**config.mk**
```make
export PLATFORM = sky130hd
export DESIGN_NAME = param_page_decoder
export DESIGN_NICKNAME = d
export VERILOG_FILES = /design/src/rtl/pp_dec_pkg.sv /design/src/rtl/pp_field_bank.sv /design/src/rtl/pp_serial_mul.sv /design/src/rtl/pp_pow10_scale.sv /design/src/rtl/param_page_decoder.sv
export SDC_FILE = /design/constraint.sdc
export NUM_CORES = 1
export LEC_CHECK = 0
export BUFFER_PORTS_ARGS = -buffer_cell sky130_fd_sc_hd__buf_4
export CORE_ASPECT_RATIO = 0.9
export CORE_MARGIN = 8
export CORE_UTILIZATION = 36
export CTS_BUF_LIST = sky130_fd_sc_hd__clkbuf_8
export DETAILED_ROUTE_END_ITERATION = 8
export REMOVE_ABC_BUFFERS = 1
export SYNTH_ARGS = -nofsm -noshare
export SYNTH_HDL_FRONTEND = slang
export SYNTH_SLANG_ARGS = --single-unit
```
**constraint.sdc**
```tcl
create_clock -name clk -period 3.35 [get_ports clk]
set_clock_uncertainty 0.2 [all_clocks]
set_input_delay 0.335 -clock clk [delete_from_list [all_inputs] [get_ports clk]]
set_output_delay 0.335 -clock clk [all_outputs]
set_load 0.01 [all_outputs]
```
**src/rtl/pp_dec_pkg.sv**
```systemverilog
package pp_dec_pkg;

  localparam int NUM_FIELDS = 15;

  typedef enum logic [3:0] {
    FLD_SIG, FLD_REV, FLD_FEAT, FLD_XLEN, FLD_COPY,
    FLD_PGSZ, FLD_SPARE, FLD_PPB, FLD_BPL, FLD_LUN,
    FLD_BAD, FLD_ENDV, FLD_ENDX, FLD_PPP, FLD_ECC
  } fld_e;

  typedef enum logic [1:0] {ST_COLLECT, ST_CALC, ST_FIN} dec_st_e;

  // Signature bytes 'O','N','F','I' read little-endian
  localparam logic [31:0] SIG_WORD = 32'h4946_4E4F;

  function automatic int fld_base(int f);
    case (f)
      0: return 0;    1: return 4;    2: return 6;    3: return 12;
      4: return 14;   5: return 80;   6: return 84;   7: return 92;
      8: return 96;   9: return 100;  10: return 103; 11: return 105;
      12: return 106; 13: return 110; default: return 112;
    endcase
  endfunction

  function automatic int fld_len(int f);
    case (f)
      0, 5, 7, 8: return 4;
      1, 3, 6, 10: return 2;
      default: return 1;
    endcase
  endfunction

endpackage

```
**src/rtl/pp_field_bank.sv**
```systemverilog
module pp_field_bank
  import pp_dec_pkg::*;
#(
  parameter int IDX_W = 8
) (
  input  logic                            clk,
  input  logic                            rst_n,
  input  logic                            clr,
  input  logic                            wr,
  input  logic [IDX_W-1:0]                idx,
  input  logic [7:0]                      data,
  output logic [NUM_FIELDS-1:0][31:0]     fields
);

  for (genvar g = 0; g < NUM_FIELDS; g++) begin : g_fld
    localparam int BASE = fld_base(g);
    localparam int LEN  = fld_len(g);
    logic [IDX_W:0] off;
    logic           hit;
    logic [31:0]    val;

    assign off = {1'b0, idx} - (IDX_W+1)'(BASE);
    assign hit = wr && (off < (IDX_W+1)'(LEN));

    always_ff @(posedge clk or negedge rst_n) begin
      if (!rst_n)   val <= '0;
      else if (clr) val <= '0;
      else if (hit) val[{off[1:0], 3'b000} +: 8] <= data;
    end

    assign fields[g] = val;
  end

endmodule

```
**src/rtl/pp_serial_mul.sv**
```systemverilog
module pp_serial_mul #(
  parameter int AW = 24,
  parameter int BW = 8
) (
  input  logic             clk,
  input  logic             rst_n,
  input  logic             load,
  input  logic             step,
  input  logic [AW-1:0]    a,
  input  logic [BW-1:0]    b,
  output logic [AW+BW-1:0] prod
);

  logic [AW+BW-1:0] acc, mcand;
  logic [BW-1:0]    mpl;

  always_ff @(posedge clk or negedge rst_n) begin
    if (!rst_n) begin
      acc   <= '0;
      mcand <= '0;
      mpl   <= '0;
    end else if (load) begin
      acc   <= '0;
      mcand <= {{BW{1'b0}}, a};
      mpl   <= b;
    end else if (step) begin
      if (mpl[0]) acc <= acc + mcand;
      mcand <= mcand << 1;
      mpl   <= mpl >> 1;
    end
  end

  assign prod = acc;

endmodule

```
**src/rtl/pp_pow10_scale.sv**
```systemverilog
module pp_pow10_scale #(
  parameter int MW   = 8,
  parameter int EW   = 8,
  parameter int MAXE = 9,
  parameter int OW   = 32
) (
  input  logic          clk,
  input  logic          rst_n,
  input  logic          load,
  input  logic          step,
  input  logic [MW-1:0] mant,
  input  logic [EW-1:0] expo,
  output logic [OW-1:0] value,
  output logic          ovf,
  output logic          exp_bad
);

  localparam int AW = OW + 4;
  localparam int CW = $clog2(MAXE + 1);

  logic [AW-1:0] acc, nxt;
  logic [CW-1:0] left;

  assign nxt = (acc << 3) + (acc << 1);

  always_ff @(posedge clk or negedge rst_n) begin
    if (!rst_n) begin
      acc     <= '0;
      left    <= '0;
      ovf     <= 1'b0;
      exp_bad <= 1'b0;
    end else if (load) begin
      acc     <= AW'(mant);
      ovf     <= 1'b0;
      exp_bad <= (expo > EW'(MAXE));
      left    <= (expo > EW'(MAXE)) ? '0 : CW'(expo);
    end else if (step && left != '0) begin
      acc  <= nxt;
      left <= left - 1'b1;
      if (nxt[AW-1:OW] != '0) ovf <= 1'b1;
    end
  end

  assign value = acc[OW-1:0];

endmodule

```
**src/rtl/param_page_decoder.sv**
```systemverilog
module param_page_decoder
  import pp_dec_pkg::*;
#(
  parameter int IDX_W    = 8,
  parameter int PG_W     = 16,
  parameter int PPB_W    = 16,
  parameter int BLK_W    = 24,
  parameter int VER_TOP  = 5,
  parameter int COPY_REV = 3,
  parameter int MAX_EXP  = 9
) (
  input  logic               clk,
  input  logic               rst_n,
  input  logic               in_valid,
  output logic               in_ready,
  input  logic [7:0]         in_data,
  input  logic [IDX_W-1:0]   in_idx,
  input  logic               in_last,
  output logic               dec_done,
  output logic [31:0]        page_bytes,
  output logic [15:0]        spare_bytes,
  output logic [31:0]        pages_per_blk,
  output logic [BLK_W+7:0]   total_blocks,
  output logic [23:0]        bad_blk_limit,
  output logic [31:0]        endurance,
  output logic [7:0]         part_programs,
  output logic               bus_is_16,
  output logic [19:0]        ext_page_bytes,
  output logic [7:0]         page_copies,
  output logic [3:0]         rev_code,
  output logic [7:0]         ecc_bits,
  output logic [9:0]         ecc_codeword,
  output logic               ecc_in_ext,
  output logic               err_signature,
  output logic               err_rev_invalid,
  output logic               err_rev_unsupported,
  output logic               err_incompat,
  output logic               err_no_ext
);

  localparam int CALC_STEPS = (MAX_EXP > 8) ? MAX_EXP : 8;
  localparam int CNT_W      = $clog2(CALC_STEPS + 1);

  dec_st_e                    st;
  logic [CNT_W-1:0]           cnt;
  logic                       accept, unit_load, unit_step;
  logic [NUM_FIELDS-1:0][31:0] f;
  logic [15:0]                rev;
  logic [7:0]                 feat, lun, ecc;
  logic                       end_ovf, end_exp_bad, geo_over;

  assign in_ready  = (st == ST_COLLECT);
  assign accept    = in_valid && in_ready;
  assign unit_load = (st == ST_CALC) && (cnt == '0);
  assign unit_step = (st == ST_CALC) && (cnt != '0);
  assign dec_done  = (st == ST_FIN);

  always_ff @(posedge clk or negedge rst_n) begin
    if (!rst_n) begin
      st  <= ST_COLLECT;
      cnt <= '0;
    end else begin
      case (st)
        ST_COLLECT: if (accept && in_last) begin
          st  <= ST_CALC;
          cnt <= '0;
        end
        ST_CALC: begin
          cnt <= cnt + 1'b1;
          if (cnt == CNT_W'(CALC_STEPS)) st <= ST_FIN;
        end
        default: st <= ST_COLLECT;
      endcase
    end
  end

  pp_field_bank #(.IDX_W(IDX_W)) u_bank (
    .clk(clk), .rst_n(rst_n), .clr(dec_done), .wr(accept),
    .idx(in_idx), .data(in_data), .fields(f)
  );

  assign rev  = f[FLD_REV][15:0];
  assign feat = f[FLD_FEAT][7:0];
  assign lun  = f[FLD_LUN][7:0];
  assign ecc  = f[FLD_ECC][7:0];

  pp_serial_mul #(.AW(BLK_W), .BW(8)) u_blk_mul (
    .clk(clk), .rst_n(rst_n), .load(unit_load), .step(unit_step),
    .a(f[FLD_BPL][BLK_W-1:0]), .b(lun), .prod(total_blocks)
  );

  pp_serial_mul #(.AW(16), .BW(8)) u_bad_mul (
    .clk(clk), .rst_n(rst_n), .load(unit_load), .step(unit_step),
    .a(f[FLD_BAD][15:0]), .b(lun), .prod(bad_blk_limit)
  );

  pp_pow10_scale #(.MW(8), .EW(8), .MAXE(MAX_EXP), .OW(32)) u_endur (
    .clk(clk), .rst_n(rst_n), .load(unit_load), .step(unit_step),
    .mant(f[FLD_ENDV][7:0]), .expo(f[FLD_ENDX][7:0]),
    .value(endurance), .ovf(end_ovf), .exp_bad(end_exp_bad)
  );

  always_comb begin
    rev_code = '0;
    if (!rev[0]) begin
      for (int k = 1; k <= VER_TOP; k++) begin
        if (rev[k]) rev_code = 4'(k);
      end
    end
  end

  assign err_rev_invalid     = rev[0];
  assign err_rev_unsupported = !rev[0] && (rev_code == '0);
  assign err_signature       = (f[FLD_SIG] != SIG_WORD);

  assign bus_is_16      = feat[0];
  assign ext_page_bytes = {f[FLD_XLEN][15:0], 4'b0000};
  assign page_copies    = (rev_code >= 4'(COPY_REV)) ? f[FLD_COPY][7:0] : 8'd3;

  assign page_bytes    = f[FLD_PGSZ];
  assign spare_bytes   = f[FLD_SPARE][15:0];
  assign pages_per_blk = f[FLD_PPB];
  assign part_programs = f[FLD_PPP][7:0];

  assign geo_over = ((f[FLD_PGSZ] >> PG_W) != '0) ||
                    ((f[FLD_PPB] >> PPB_W) != '0) ||
                    ((f[FLD_BPL] >> BLK_W) != '0);
  assign err_incompat = geo_over || end_ovf || end_exp_bad;

  assign ecc_bits     = ecc;
  assign ecc_in_ext   = (ecc == 8'hFF);
  assign ecc_codeword = ecc_in_ext ? 10'd0 : 10'd528;
  assign err_no_ext   = ecc_in_ext && !feat[7];

  logic unused_bits;
  assign unused_bits = ^{rev[15:VER_TOP+1], feat[6:1], f[FLD_REV][31:16],
                         f[FLD_FEAT][31:8], f[FLD_XLEN][31:16], f[FLD_COPY][31:8],
                         f[FLD_SPARE][31:16], f[FLD_LUN][31:8], f[FLD_BAD][31:16],
                         f[FLD_ENDV][31:8], f[FLD_ENDX][31:8], f[FLD_PPP][31:8],
                         f[FLD_ECC][31:8]};

endmodule

```
==> results of run 1 <==
==> registers in the layout, indices dropped and copies added, names as in the netlist, 2 cells and up <==
signal	cells
u_endur.left	4
u_bad_mul.mpl	8
cnt	4
u_bank.g_fld.val	232
u_bad_mul.prod	24
u_blk_mul.prod	32
st	2
u_bad_mul.mcand	24
u_blk_mul.mcand	32
u_endur.acc	35
==> timing repair <==
item | 4_1_cts | 5_1_grt
gates resized for setup | 0 | 25
hold buffers | 15 | 0
setup buffers | 0 | 1
endpoints found under the hold margin | 265 | 0
setup endpoints to repair | 0 | 20
==> where the power goes <==
group          switching [W]  internal, W
clock                0.00215      0.00278
sequential          0.000801      0.00568
combinational        0.00502      0.00341
==> critical path, delay by kind of cell, from the launching register on <==
family | cells | cell delay (ps)
simple gates | 4 | 520
flops | 1 | 440
fa+ha+maj | 1 | 380
compound gates | 6 | 1570
==> cell families after synthesis <==
family,after synthesis,synth area share
AOI/OAI and AO/OA,638,0.174
xor gates and xnor gates,74,0.0291
adders and majority gates,109,0.0623
buffers and inverters,323,0.0816
DFF,399,0.449
muxes,75,0.0372
other,1,0.000169
and+or+nand+nor,831,0.167
==> worst paths after layout <==
kind,start,endpoint,depth (start not counted)
setup / recovery,u_endur.acc[2],u_endur.ovf,11
hold / removal,rst_n,u_bank.g_fld[0].val[9],2
setup reg to reg,u_endur.acc[2],u_endur.ovf,11
hold reg to reg,u_bank.g_fld[10].val[6],u_bank.g_fld[10].val[6],2
max in group asynchronous,rst_n,u_endur.acc[12],3
min in group clk,in_idx[2],u_bank.g_fld[11].val[7],5
==> through the flow <==
step | worst slack [ps] | setup TNS [ps] | utilization | std cells | total power (W)
after floorplan | -5950 | -396730 | - | 2190 | 0.0119
after global placement | 75.8 | 0 | 0.394 | 3291 | 0.0148
after global routing | 2.62 | 0 | 0.423 | 3437 | 0.0213
after CTS | 5.64 | 0 | 0.422 | 3434 | 0.0200
final | 140 | 0 | 0.424 | 3440 | 0.0198
after detailed placement | 27.1 | 0 | 0.394 | 3291 | 0.0149
==> Yosys cell counts, drive strengths merged, types with 44 or more instances <==
cell / instances / area [um^2]
a21o: 44 / 330
a21oi: 69 / 349
a31oi: 62 / 388
buf: 168 / 1230
clkbuf: 104 / 397
dfrtp: 399 / 9980
ha: 106 / 1330
inv: 50 / 188
mux2: 61 / 687
nand2: 462 / 1730
nor2: 130 / 488
o21ai: 320 / 1610
==> layer usage <==
metal	vias to the layer above	global-route usage	wire length, um
met5	-	0	54
met3	116	0.0393	3700
met2	502	0.292	30000
met4	8	0.0575	1790
met1	8808	0.266	31700
li1	8692	-	-
==> cell type report <==
class	instances	area (um^2)
Antenna cell	5	12.5
Clock buffer	92	1270
Clock inverter	36	269
Fill cell	5970	35200
Inverter	51	191
Multi-Input combinational cell	1740	10600
Sequential cell	399	9980
Tap cell	792	991
Timing Repair Buffer	325	2560
==> results.cfg, run 1 <==
[worst_setup_path]
cp_slowest_cell = dfrtp_1
cp_slowest_stage_delay_ps = 440
cpMostUsedCell = o31a_1
crit_chain = ha_1 -> nor2b_2 -> o31a_1 -> o31ai_2 -> and3_1 -> nor3_4 -> a311o_2 -> a21oi_4 -> o311a_1 -> nor3_2 -> o31a_1
required_ps = 3680
cp-start-kind = flip-flop
worstSetupEndpointType = flip-flop
rrSetupSlack_ps = 140
arrival_ps = 3540
critPathMaxFanout = 5
path_class = flip-flop to flip-flop

[drt]
drt-total-wl_mm = 67.2
vias_per_cell = 5.27
wl_per_cell_um = 19.5
drtPass1Iterations = 5
via_count = 18126
ant_nets = 0
drt_iter0_markers = 1408
drcViolationCount = 0

[global_routing]
grt_usage = 0.189
grt_pass1_wl_mm = 106
grt_pass1_vias = 18113
grt_max_degree = 81
antenna_found_initial = 8
overflow = 0

[sta]
fmax_mhz = 312
worst_pin_slew_ps = 1030
slew_headroom = 0.306
rsz0062_at_grt = false
holdWs_ps = 62.9
fin_crit_sh = 0.958
finalHoldViolations = 0
period_minus_slack_ps = 3210
setup_viol_count_final = 0
finalMaxSlewViolations = 0

[floorplanning]
fp.dieArea_mm2 = 0.0700
boundaryPins = 255
die_width_um = 278
rows = 86
start_util = 0.364
fp.dieH_um = 252
coreArea_mm2 = 0.0611

[logic_synthesis]
ys_async_sr_fraction = 1.00
synth-seq-cells = 399
ys_seq_area_frac = 0.449
synth_edf_count = 0
yosysWarnings = 0
syn_avg_cell_area_um2 = 9.08
ys.flop_type = dfrtp_1
synthCells = 2450
yosysUniqueCellTypes = 76
synth_area_mm2 = 0.0222

[layout]
syn_to_final_growth_pct = 16.4
fin_area_mm2 = 0.0259
fin_nets = 2718
drive_above_1_share = 0.198
final_cell_mix = nand2_1, dfrtp_1, buf_4
final_common_cell = nand2_1

[placement]
gp_congestion = 0.872
postPlaceCellArea_mm2 = 0.0241
place_hpwl_mm = 49.2
port_buffers = 241

[clocking]
clock-root-buffer = clkbuf_8
cts_made_buffers = 72
cts.sinks = 399
cts_tree = yes
clockBufferDepth = 3
clkTransAtPathRegs_ps = 70
clk_latency_ps = 650
h-tree-depth = 3

[power_and_ir_drop]
power.static_leakage_nw = 12.4
powerDensity_mw_per_mm2 = 766
ir_drop_v = 0.000371

[flow_run]
maxCapViolations = 0

[outcome]
status = finished clean

[worst_hold_path]
worstHoldPathType = primary input to asynchronous set/reset pin
No activity file was read; power rests on OpenSTA's default activity.
==> inputs of run 2 (changes only) <==
--- a/config.mk
+++ b/config.mk
@@ -9,9 +9,10 @@
 export CORE_ASPECT_RATIO = 0.9
 export CORE_MARGIN = 8
 export CORE_UTILIZATION = 36
-export CTS_BUF_LIST = sky130_fd_sc_hd__clkbuf_8
+export CTS_CLUSTER_DIAMETER = 80
 export DETAILED_ROUTE_END_ITERATION = 8
 export REMOVE_ABC_BUFFERS = 1
 export SYNTH_ARGS = -nofsm -noshare
 export SYNTH_HDL_FRONTEND = slang
 export SYNTH_SLANG_ARGS = --single-unit
+export TNS_END_PERCENT = 30
==> run 2 against run 1 <==
Clock-buffer cell count decreased by 32. Core utilization increased by 0.28 points. Hold slack improved by 59 ps. Clock power increased by 16%. Critical path depth unchanged. First-iteration DRC count decreased by 0.78%. Sequential power about the same. Flip-flop and latch count unchanged. Power increased by 3.7%. Cell area increased by 0.66%. Register-to-register slack about the same.
==> results.cfg, run 2 (synthesis gave the netlist of run 1 again) <==
[outcome]
status = finished clean

[floorplanning]
start_util = 0.364
fp.dieArea_mm2 = 0.0700
coreArea_mm2 = 0.0611
boundaryPins = 255
rows = 86
fp.dieH_um = 252
die_width_um = 278

[power_and_ir_drop]
seq_power_share = 0.315
p_comb_frac = 0.408
netSwitchingFraction = 0.390
p_clk_frac = 0.277
ir_drop_v = 0.000456
p_int_w = 0.0125
power.static_leakage_nw = 12.4
powerDensity_mw_per_mm2 = 789
p_switching_w = 0.00803

[drt]
drcViolationCount = 0
drt_iter0_markers = 1397
drt-total-wl_mm = 66.6
via_count = 17814
vias_per_cell = 5.24
wl_per_cell_um = 19.6
drtPass1Iterations = 5
ant_nets = 0

[layout]
syn_to_final_growth_pct = 17.1
fin_nets = 2692
drive_above_1_share = 0.190
largest_register = u_bank.g_fld.val
final_common_cell = nand2_1
fill_cells = 5929
reg.largest.list = u_bank.g_fld.val (232), u_endur.acc (35)
largest_reg_flops = 232
final_cell_mix = nand2_1, dfrtp_1, buf_4

[worst_hold_path]
worstHoldPathType = primary input to asynchronous set/reset pin

[placement]
place_hpwl_mm = 49.2
dp_slack_ps = 27.1
gp_congestion = 0.872
port_buffers = 241

[sta]
worst_pin_slew_ps = 1040
setup_viol_count_final = 0
fin_crit_sh = 0.960
period_minus_slack_ps = 3220
fmax_mhz = 311
tns_ps = 0
finalHoldViolations = 0
slew_headroom = 0.300
rsz0062_at_grt = true
fin_ws_ps = 133
finalMaxSlewViolations = 0

[clocking]
cts_tree = yes
cts_made_buffers = 48
clockBufferDepth = 3
cts.sinks = 399
clk_latency_ps = 580
h-tree-depth = 2
clkTransAtPathRegs_ps = 60
clock-root-buffer = clkbuf_16

[global_routing]
overflow = 0
grt_pass1_vias = 17923
grt_max_degree = 81
grt_usage = 0.187
grt_pass1_wl_mm = 106
antenna_found_initial = 6

[worst_setup_path]
required_ps = 3610
cp-start-kind = flip-flop
reg2reg_depth = 11
arrival_ps = 3480
rrSetupSlack_ps = 130
path_class = flip-flop to flip-flop
reg2reg_to = u_endur.ovf
r2r_start = u_endur.acc[2]
worstSetupEndpointType = flip-flop
critPathMaxFanout = 5

[flow_run]
maxCapViolations = 0
## run 2: critical path, cell delays in order, from the launching register on
cell and delay (ps):
dfrtp_1 440, ha_1 380, nor2b_2 180, o31a_1 320, o31ai_2 210, and3_1 230
nor3_4 60, a311o_2 430, a21oi_4 180, o311a_1 200, nor3_2 50, o31a_1 230
## run 2: layout make-up
type | count | area (um^2) | area share
multi-input combinational | 1740 | 10600 | 0.407
sequential | 399 | 9980 | 0.383
timing repair buffer | 323 | 2540 | 0.0975
clock buffer | 60 | 1340 | 0.0513
tap | 792 | 991 | 0.0380
clock inverter | 28 | 407 | 0.0156
inverter | 51 | 191 | 0.00735
antenna | 4 | 10.0 | 0.000384
## run 2: repair_timing
action,CTS,global route
hold buffers,13,0
setup buffers,0,1
endpoints found under the hold margin,101,0
endpoints found under the setup margin,0,19
gates resized for setup,0,21
## run 2: metrics by stage
step / hold WS (ps) / instance area (um^2) / utilization / instances / total power, W
final: 122 / 26100 / 0.426 / 3397 / 0.0206
after global routing: 129 / 26000 / 0.426 / 3393 / 0.0220
after CTS: 89.3 / 26000 / 0.425 / 3392 / 0.0207
after detailed placement: 176 / 24100 / 0.394 / 3291 / 0.0149
after global placement: 173 / 24100 / 0.394 / 3291 / 0.0148
after floorplan: -161 / 20700 / - / 2190 / 0.0119
## run 2: power by group through the flow
stage | registers (W) | clock network (W) | logic, W
floorplan | 0.00643 | 0 | 0.00547
detailed placement | 0.00657 | 0 | 0.00835
global route | 0.00659 | 0.00601 | 0.00944
CTS | 0.00649 | 0.00581 | 0.00841
finish | 0.00647 | 0.00570 | 0.00840
global placement | 0.00653 | 0 | 0.00826
## run 2: how the worst max path moves through the flow
| stage | depth (start not counted) | endpoint | slack, ps | start |
|---|---|---|---|---|
| CTS | 13 | u_endur.acc[33] | 10 | u_endur.acc[2] |
| detailed placement | 13 | u_endur.acc[33] | 30 | u_endur.acc[2] |
| global route | 11 | u_bad_mul.prod[23] | -40 | u_bad_mul.prod[1] |
| floorplan | 5 | u_bad_mul.prod[16] | -5950 | st[1] |
| finish | 11 | u_endur.ovf | 130 | u_endur.acc[2] |
| global placement | 13 | u_bad_mul.prod[18] | 80 | u_bad_mul.prod[0] |
## run 2: per-layer routing
metal	GRT usage	share of wire
met1	0.264	0.48
met2	0.291	0.45
met3	0.0385	0.056
met4	0.0503	0.022
met5	0	0.00084
==> inputs of run 3 (changes only) <==
--- a/config.mk
+++ b/config.mk
@@ -7,8 +7,8 @@
 export LEC_CHECK = 0
 export BUFFER_PORTS_ARGS = -buffer_cell sky130_fd_sc_hd__buf_4
 export CORE_ASPECT_RATIO = 0.9
-export CORE_MARGIN = 8
-export CORE_UTILIZATION = 36
+export CORE_MARGIN = 2
+export CORE_UTILIZATION = 40
 export CTS_CLUSTER_DIAMETER = 80
 export DETAILED_ROUTE_END_ITERATION = 8
 export REMOVE_ABC_BUFFERS = 1
==> run 3 against run 2 <==
Sequential share of layout area is 0.59 points higher. Global-route usage is 3.0 points higher. Largest power group unchanged. Fmax is 0.49% higher. Via count is 0.83% higher. Routed wire length is 4.4% lower. Non-clock buffer count is 3 higher.
==> results.cfg, run 3 (synthesis gave the netlist of run 1 again) <==
[outcome]
status = finished clean

[global_routing]
grt_usage = 0.217
grt_pass1_wl_mm = 99.4
grt_pass1_vias = 17220
grt_max_degree = 95
antenna_found_initial = 8
overflow = 0

[sta]
fin_crit_sh = 0.956
period_minus_slack_ps = 3200
finalMaxSlewViolations = 0
setup_viol_count_final = 0
worst_pin_slew_ps = 1000
finalHoldViolations = 0
tns_ps = 0
holdWs_ps = 57.0
fin_ws_ps = 149
fmax_mhz = 312
slew_headroom = 0.327

[placement]
gp_congestion = 0.923
place_hpwl_mm = 46.2
postPlaceCellArea_mm2 = 0.0240
port_buffers = 241
dp_slack_ps = -24.2
dp_cells = 3207

[floorplanning]
coreArea_mm2 = 0.0546
boundaryPins = 255
fp.dieH_um = 228
rows = 81
die_width_um = 253
start_util = 0.407
fp.dieArea_mm2 = 0.0575

[worst_setup_path]
cp_slowest_stage_delay_ps = 430
arrival_ps = 3450
reg2reg_depth = 11
critPathLaunch = u_endur.acc[1]
cp.depth = 11
cp_slowest_cell = dfrtp_1
critPathMaxFanout = 5
critPathCapture = u_endur.ovf
cpMostUsedCell = o21ai_2
crit_buf_inv = 0
r2r_start = u_endur.acc[1]
reg2reg_to = u_endur.ovf
critical-path-top-delay-family = compound AO/OA/AOI/OAI gates
cp-start-kind = flip-flop
required_ps = 3600
rrSetupSlack_ps = 150
worstSetupEndpointType = flip-flop
path_class = flip-flop to flip-flop
crit_chain = ha_1 -> a211oi_1 -> o21ai_1 -> a31oi_2 -> o21ai_2 -> a31o_2 -> o21ai_2 -> o21a_1 -> a211o_1 -> xnor2_1 -> o31a_1

[power_and_ir_drop]
powerDensity_mw_per_mm2 = 770
ir_drop_v = 0.000356
power.static_leakage_nw = 12.3

[clocking]
clk_latency_ps = 570
cts.sinks = 399
cts_tree = yes
clkTransAtPathRegs_ps = 60
clock-root-buffer = clkbuf_16
cts_made_buffers = 45
clockBufferDepth = 3
h-tree-depth = 2

[layout]
largest_register = u_bank.g_fld.val
reg.largest.list = u_bank.g_fld.val (232), u_endur.acc (35)
fin_area_mm2 = 0.0257
syn_to_final_growth_pct = 15.4
fin_nets = 2692
drive_above_1_share = 0.188
largest_reg_flops = 232
final_cell_mix = nand2_1, dfrtp_1, buf_4
final_common_cell = nand2_1
instances_no_fill = 3301

[drt]
drt_iter0_markers = 1331
wl_per_cell_um = 19.3
ant_nets = 0
drcViolationCount = 0
via_count = 17962
drtPass1Iterations = 5
vias_per_cell = 5.44
drt-total-wl_mm = 63.7

[worst_hold_path]
worstHoldPathType = primary input to asynchronous set/reset pin

[flow_run]
maxCapViolations = 0
run 3: changes by cell type in the layout (fill, tap and decap cells not counted), sizes merged:
cell	change
buf	+6
bufinv	-6
clkbuf	+3
clkinv	-2
clkinvlp	-3
diode	-2
dlygate4sd3	-3
inv	-2
run 3: area by class of cell:
type	instances	area, um^2
Clock buffer	63	1300
Sequential cell	399	9980
Clock inverter	15	144
Multi-Input combinational cell	1740	10600
Fill cell	5131	29000
Timing Repair Buffer	326	2550
Inverter	51	191
Tap cell	705	882
Antenna cell	2	5.00
run 3: metal layers:
layer  part of all wire  global-route usage
met1               0.47               0.317
met2               0.44               0.324
met3              0.068              0.0481
met4              0.022              0.0570
met5             0.0013                   0
run 3: how the worst min path moves through the flow:
stage | from | end | slack (ps) | cells after the start
2_1_floorplan | rst_n | cnt[0] | -160 | 0
4_1_cts | rst_n | u_bank.g_fld[5].val[11] | 40 | 2
5_1_grt | rst_n | u_bank.g_fld[5].val[11] | 70 | 2
6_report | rst_n | u_bank.g_fld[5].val[11] | 60 | 2
3_5_place_dp | rst_n | u_bank.g_fld[5].val[11] | 80 | 1
3_3_place_gp | rst_n | u_bank.g_fld[5].val[11] | 70 | 1
run 3: timing repair:
| action | in CTS | in global routing |
|---|---|---|
| buffers inserted | 0 | 4 |
| pin swaps | 1 | 10 |
| resized for setup | 2 | 23 |
| setup endpoints to repair | 2 | 23 |
| hold buffers | 10 | 0 |
| hold endpoints to repair | 380 | 0 |
run 3: worst reg2reg max path, cell delays in order (launching register included):
cell and delay (ps):
dfrtp_1 430, ha_1 330, a211oi_1 310, o21ai_1 170, a31oi_2 280, o21ai_2 120
a31o_2 300, o21ai_2 230, o21a_1 210, a211o_1 140, xnor2_1 90, o31a_1 290
run 3: report_power, final:
group          leakage, nW  total (W)  internal, W  switching [W]
sequential            5.38    0.00647      0.00568       0.000795
clock                0.711    0.00491      0.00286        0.00205
combinational         6.20    0.00837      0.00335        0.00502
total                 12.3     0.0198       0.0119        0.00786
run 3: through the flow:
step	power [W]	utilization
after floorplan	0.0119	-
after global placement	0.0146	0.439
after detailed placement	0.0148	0.439
after CTS	0.0198	0.468
after global routing	0.0212	0.470
final	0.0198	0.470
